File: src/rtl/dacreg_pkg.sv
package dacreg_pkg;
  localparam int DATA_W   = 8;
  localparam int NUM_REGS = 4;
  localparam int ADDR_W   = $clog2(NUM_REGS);
  localparam int CMD_W    = 2;
  localparam int HDR_W    = CMD_W + ADDR_W;
  localparam int HCNT_W   = $clog2(HDR_W);
  localparam int BIT_W    = $clog2(DATA_W);

  typedef enum logic [CMD_W-1:0] {
    CMD_STORE  = 2'b00,
    CMD_WRITE  = 2'b01,
    CMD_READ   = 2'b10,
    CMD_RECALL = 2'b11
  } cmd_e;

  typedef enum logic [1:0] {
    PH_IDLE = 2'd0,
    PH_HDR  = 2'd1,
    PH_DATA = 2'd2
  } phase_e;

  typedef struct packed {
    logic              shiftEn;
    logic              writeLast;
    logic              readEn;
    logic [BIT_W-1:0]  bitIdx;
    logic [ADDR_W-1:0] addr;
  } ctrl_strb_t;
endpackage

File: src/rtl/dacreg_ctrl.sv
module dacreg_ctrl
  import dacreg_pkg::*;
(
  input  logic              sclk,
  input  logic              csN,
  input  logic              sdi,
  input  logic              nvBusy,
  output ctrl_strb_t        strb,
  output logic              storeEnStb,
  output logic              recallStb,
  output logic [ADDR_W-1:0] nvAddr,
  output phase_e            phase
);
  logic [HDR_W-1:0]  hdr;
  logic [HCNT_W-1:0] hdrCnt;
  logic [BIT_W-1:0]  dataCnt;
  logic [HDR_W-1:0]  hdrNext;
  cmd_e              cmdNext;
  cmd_e              cmdCur;

  assign hdrNext = {hdr[HDR_W-2:0], sdi};
  assign cmdNext = cmd_e'(hdrNext[HDR_W-1 -: CMD_W]);
  assign cmdCur  = cmd_e'(hdr[HDR_W-1 -: CMD_W]);
  assign nvAddr  = hdr[ADDR_W-1:0];

  always_ff @(posedge sclk or posedge csN) begin
    if (csN) begin
      phase      <= PH_IDLE;
      hdr        <= '0;
      hdrCnt     <= '0;
      dataCnt    <= '0;
      storeEnStb <= 1'b0;
      recallStb  <= 1'b0;
    end else begin
      storeEnStb <= 1'b0;
      recallStb  <= 1'b0;
      case (phase)
        PH_IDLE: begin
          if (sdi && !nvBusy) begin
            phase  <= PH_HDR;
            hdrCnt <= '0;
          end
        end
        PH_HDR: begin
          hdr    <= hdrNext;
          hdrCnt <= hdrCnt + 1'b1;
          if (hdrCnt == HCNT_W'(HDR_W-1)) begin
            phase      <= PH_DATA;
            dataCnt    <= '0;
            storeEnStb <= (cmdNext == CMD_STORE);
            recallStb  <= (cmdNext == CMD_RECALL);
          end
        end
        PH_DATA: begin
          dataCnt <= dataCnt + 1'b1;
          if (dataCnt == BIT_W'(DATA_W-1)) phase <= PH_IDLE;
        end
        default: phase <= PH_IDLE;
      endcase
    end
  end

  always_comb begin
    strb.shiftEn   = (phase == PH_DATA) && (cmdCur == CMD_WRITE);
    strb.writeLast = strb.shiftEn && (dataCnt == BIT_W'(DATA_W-1));
    strb.readEn    = (phase == PH_DATA) && (cmdCur == CMD_READ);
    strb.bitIdx    = dataCnt;
    strb.addr      = hdr[ADDR_W-1:0];
  end
endmodule

File: src/rtl/dacreg_datapath.sv
module dacreg_datapath
  import dacreg_pkg::*;
(
  input  logic                       sclk,
  input  logic                       csN,
  input  logic                       rstN,
  input  logic                       sdi,
  input  ctrl_strb_t                 strb,
  output logic                       sdo,
  output logic                       sdoEn,
  output logic [NUM_REGS*DATA_W-1:0] dacCodes
);
  logic [DATA_W-1:0] shiftIn;
  logic [DATA_W-1:0] regs [NUM_REGS];

  always_ff @(posedge sclk or posedge csN) begin
    if (csN) shiftIn <= '0;
    else if (strb.shiftEn) shiftIn <= {shiftIn[DATA_W-2:0], sdi};
  end

  always_ff @(posedge sclk or negedge rstN) begin
    if (!rstN) begin
      for (int k = 0; k < NUM_REGS; k++) regs[k] <= '0;
    end else if (strb.writeLast) begin
      regs[strb.addr] <= {shiftIn[DATA_W-2:0], sdi};
    end
  end

  always_ff @(negedge sclk or posedge csN) begin
    if (csN) begin
      sdoEn <= 1'b0;
      sdo   <= 1'b0;
    end else begin
      sdoEn <= strb.readEn;
      sdo   <= strb.readEn ? regs[strb.addr][BIT_W'(DATA_W-1) - strb.bitIdx] : 1'b0;
    end
  end

  for (genvar g = 0; g < NUM_REGS; g++) begin : g_out
    assign dacCodes[g*DATA_W +: DATA_W] = regs[g];
  end
endmodule

File: src/rtl/dacreg_serial.sv
module dacreg_serial
  import dacreg_pkg::*;
(
  input  logic                       sclk,
  input  logic                       csN,
  input  logic                       rstN,
  input  logic                       sdi,
  input  logic                       nvBusy,
  output logic                       sdo,
  output logic                       sdoEn,
  output logic                       storeEnStb,
  output logic                       recallStb,
  output logic [ADDR_W-1:0]          nvAddr,
  output logic [NUM_REGS*DATA_W-1:0] dacCodes
);
  ctrl_strb_t strb;
  phase_e     phase;

  dacreg_ctrl u_ctrl (
    .sclk(sclk), .csN(csN), .sdi(sdi), .nvBusy(nvBusy), .strb(strb),
    .storeEnStb(storeEnStb), .recallStb(recallStb), .nvAddr(nvAddr), .phase(phase)
  );

  dacreg_datapath u_dp (
    .sclk(sclk), .csN(csN), .rstN(rstN), .sdi(sdi), .strb(strb),
    .sdo(sdo), .sdoEn(sdoEn), .dacCodes(dacCodes)
  );
endmodule

File: config.mk
export PLATFORM = sky130hd
export DESIGN_NAME = dacreg_serial
export DESIGN_NICKNAME = d
export VERILOG_FILES = /design/src/rtl/dacreg_pkg.sv /design/src/rtl/dacreg_ctrl.sv /design/src/rtl/dacreg_datapath.sv /design/src/rtl/dacreg_serial.sv
export SDC_FILE = /design/constraint.sdc
export NUM_CORES = 1
export LEC_CHECK = 0
export BUFFER_PORTS_ARGS = -buffer_cell sky130_fd_sc_hd__buf_4
export CAP_MARGIN = 30
export CORE_ASPECT_RATIO = 1.4
export CORE_MARGIN = 2
export CORE_UTILIZATION = 55
export CTS_CLUSTER_SIZE = 16
export DETAILED_ROUTE_END_ITERATION = 8
export PLACE_DENSITY_LB_ADDON = 0.15
export SLEW_MARGIN = 30
export SYNTH_ARGS = -nofsm -noshare
export SYNTH_HDL_FRONTEND = slang
export SYNTH_HIERARCHICAL = 1
export SYNTH_SLANG_ARGS = --single-unit
File: constraint.sdc
create_clock -name sclk -period 2.4 [get_ports sclk]
set_input_delay 0.36 -clock sclk [delete_from_list [all_inputs] [get_ports sclk]]
set_output_delay 0.36 -clock sclk [all_outputs]
set_load 0.005 [all_outputs]
==> flow_results.org <==
** Worst hold path
- Min-delay worst type :: input port to async pin

** Logic synthesis
- In this run, synthesis produced a sequential element count of 54.
- Yosys cell types :: 36
- The mapped netlist covers roughly 2500 um2.
- Mean area per synthesized cell :: ~15 um2
- Sequential cells were found to cover 55.1% of the synthesized design area.
- In the synthesized netlist the dominant register cell turns out to be dfrtp_1.
- Synthesis handed over a netlist of 162 instances.
- The number of nets handed over by synthesis was 170.
- Async S/R FF share, synth :: 100%
- Number of flops mapped to enable cells by yosys :: 0
- Number of synthesis warnings :: 6

** Setup path
- The number of cells on the worst reg-to-reg path is 5.
- The worst register-to-register path ends at u_dp/sdo$_DFF_NP0_.
- Tracing the worst setup path back leads to its startpoint at u_ctrl/hdr[0]$_DFFE_PP0P_.
- Along the worst path, the maximum fanout reaches 7.
- The worst setup path is launched from a register.
- Startpoint of the worst-slack reg-to-reg timing path :: u_ctrl/hdr[0]$_DFFE_PP0P_
- Data arrival time of the critical path :: 1.86 ns
- Worst reg2reg setup slack :: -0.52 ns
- STA classifies the critical path endpoint as a register.
- Required time reported for the critical path endpoint :: 1.34 ns
- The worst setup path is of the register to register kind.
- The most critical setup path has its endpoint at u_dp/sdo$_DFF_NP0_.

** Clock network
- The H-tree was split into 2 levels.
- Worst-Skew Late Latency :: 0.30 ns
- After clock tree synthesis, the clock-pin slew on the worst setup and hold paths is 0.09 ns.
- TritonCTS created 5 clock buffers.
- CTS root buf :: clkbuf_8
- The tree built by TritonCTS fans out to between 50 and 60 sinks.
- The longest clock path from root to sink contains 2 buffers.
- CTS tree :: done

** Die
- The die is roughly 60 um wide.
- Vertical die dimension :: between 80 and 90 um
- Placeable core region :: 4270 um2
- # IOs :: 43
- Number of placement rows :: 28
- Once the floorplan was initialized, standard cells occupied 57.4% of the core.
- The floorplan step defined a die boundary enclosing between 5000 and 6000 um2.

** Route
- Routed vias :: approximately 1700
- In the routed design, unresolved DRC markers number 0.
- Dividing the detail-routed via count by the number of cells gives ~5.5.
- Detail-routed net length per standard cell :: approximately 18 um
- In this run the remaining antenna-violating nets after routing total 0.
- Count of routing violations after the opening detailed-route iteration :: 95
- For this run, the detailed router's first-pass iteration total came to 4.
- After detailed routing, the total wire length is around 5.7 mm.

** Place
- Cell area after placement :: ~3100 um2
- Global placement routability congestion :: 0.864
- The wire-length estimate of the detail-placed layout is between 4 and 5 mm.
- At the placement stage, the worst setup path has a slack of -0.712 ns.
- Buffers placed on the I/O ports in this run total 42.

** GRT
- Global Route Usage Sum :: between 20% and 30%
- After global routing the overflow that remains totals 0.
- Initial antenna violation count :: 0
- The first global-routing pass estimated ~9.6 mm of wire.
- Entering global routing, the biggest net connects 33 pins.
- Vias in the first global route :: between 1500 and 2000

** Run status
- Run status :: finished with violations
- The checks that failed: negative setup slack.

** Final layout
- Commonest cells after routing, fill and taps aside :: buf_4 (92), dfrtp_1 (51), mux2_2 (41), mux4_2 (7)
- Design Area, Final :: around 3300 um2
- Leading cell type in the layout, fill and taps excluded :: buf_4
- The number of antenna diodes in the final layout is 0.
- Fill cells in the final layout number ~280.
- Share of cells above drive strength 1 :: around 64%
- The area growth from synthesis to layout is 36.0%.
- Final standard cell utilization of the core :: between 70% and 80%
- At the end of the flow, the number of nets in the layout was approximately 260.

** Power and ir drop
- In this run the static leakage power is 1.72 nW.
- IR analysis of the VDD net gives a maximum drop of approximately 460 uV.
- In this run the power density over the cells is around 800 nW/um2.

** Timing
- RSZ-0062 raised after global routing :: yes
- The count of pins over their slew limit was 0.
- Number of endpoints with negative hold slack in the final report :: 0
- Total of endpoints with negative setup slack in the final report :: 1
- For the pin with the worst max-slew slack, the measured transition is 0.563 ns.
- Across the routed clock network, the largest skew measured is a little under 0.006 ns.
- The worst pin sits at a relative slew slack of a little over three fifths.
- In the post-route analysis, the smallest setup slack over all paths is -0.523 ns.

** Job
- The tool flagged a number of max-cap violations equal to 0.
-- Yosys cell counts (all sizes together) (3+ instances only) --
cell type / instances / area [um2]
nand2b: 3 / 21.3
nor2b: 4 / 27.5
mux4: 7 / 161
mux2i: 4 / 40.0
nand3: 3 / 15.0
dfrtp: 52 / 1300
mux2: 46 / 533
inv: 3 / 11.3
buf: 7 / 57.6
ha: 3 / 37.5
nor2: 3 / 11.3
nor3b: 4 / 40.0
nand2: 4 / 17.5
nand3b: 3 / 22.5
-- logic make-up (layout without fill, tap and decap cells) --
group           after synthesis  count (layout)  share of synthesized area, %
mux                          57              57                          29.9
flops                        54              54                          55.1
simple gates                 27              27                          7.29
buf+inv                      11             105                          2.96
compound gates               10              10                          3.21
fa+ha+maj                     3               3                          1.53
-- metrics by stage --
step / setup TNS [ns] / hold slack [ns] / cells / total power [W]
floorplan: -0.491 / 0.0644 / 162 / 0.00176
global placement: -0.638 / 0.304 / 304 / 0.00196
detailed placement: -0.712 / 0.321 / 304 / 0.00201
CTS: -0.540 / 0.0893 / 315 / 0.00267
global route: -0.609 / 0.117 / 316 / 0.00282
finish: -0.523 / 0.0900 / 316 / 0.00267
-- critical path, stage by stage (launching register included) --
cell	delay [ns]
dfrtp_2	0.48
buf_6	0.14
mux4_2	0.49
mux2_4	0.28
nand3_2	0.07
a311oi_2	0.09
-- final cells by class --
class / instances / area, um2 / share of cell area (%)
Timing Repair Buffer: 94 / 712 / 21.3
Inverter: 3 / 11.3 / 0.338
Clock inverter: 1 / 30.0 / 0.900
Sequential cell: 54 / 1350 / 40.5
Tap cell: 60 / 75.1 / 2.25
Multi-Input combinational cell: 97 / 1080 / 32.3
Clock buffer: 7 / 76.3 / 2.29
-- worst min path at each step --
stage	depth (start not counted)	slack [ns]	to	from
floorplan	0	0.06	u_dp/dacCodes[0]$_DFFE_PN0P_	rstN
global placement	1	0.30	u_dp/dacCodes[12]$_DFFE_PN0P_	rstN
detailed placement	1	0.32	u_dp/dacCodes[12]$_DFFE_PN0P_	rstN
CTS	2	0.09	u_ctrl/dataCnt[1]$_DFFE_PP0P_	csN
global route	2	0.12	u_ctrl/phase[1]$_DFFE_PP0P_	csN
finish	2	0.09	u_ctrl/hdr[1]$_DFFE_PP0P_	csN
-- where the power goes --
group / total [W] / internal, W / switching [W]
Clock: 0.000590 / 0.000312 / 0.000278
Combinational: 0.000915 / 0.000522 / 0.000392
Sequential: 0.00116 / 0.00103 / 0.000136
Total: 0.00267 / 0.00186 / 0.000806
-- state kept, by name (all words and copies together) (netlist names) --
register	cells
u_dp/dacCodes	32
u_dp/sdo	1
u_ctrl/dataCnt	3
u_ctrl/hdrCnt	2
u_dp/shiftIn	7
u_ctrl/hdr	4
u_ctrl/phase	2
u_dp/sdoEn	1
u_ctrl/recallStb	1
u_ctrl/storeEnStb	1
-- layer usage --
layer / wire length, um / up-vias / global-route usage (%) / share of wire, %
met5: 0 / - / 0 / 0
met4: 141 / 0 / 8.50 / 2.5
met3: 192 / 12 / 4.67 / 3.4
met2: 3200 / 46 / 45.1 / 57
met1: 2120 / 893 / 30.6 / 37
li1: - / 774 / - / -
-- repair_timing --
item                                    in CTS  in global routing
endpoints found under the setup margin       3                  2
resized for setup                            8                  1
hold endpoints to repair                    32                  0
pin swaps                                    1                  1
hold buffers                                 1                  0
buffers inserted                             2                  1
Note: power is estimated with default switching activity, not from simulation.
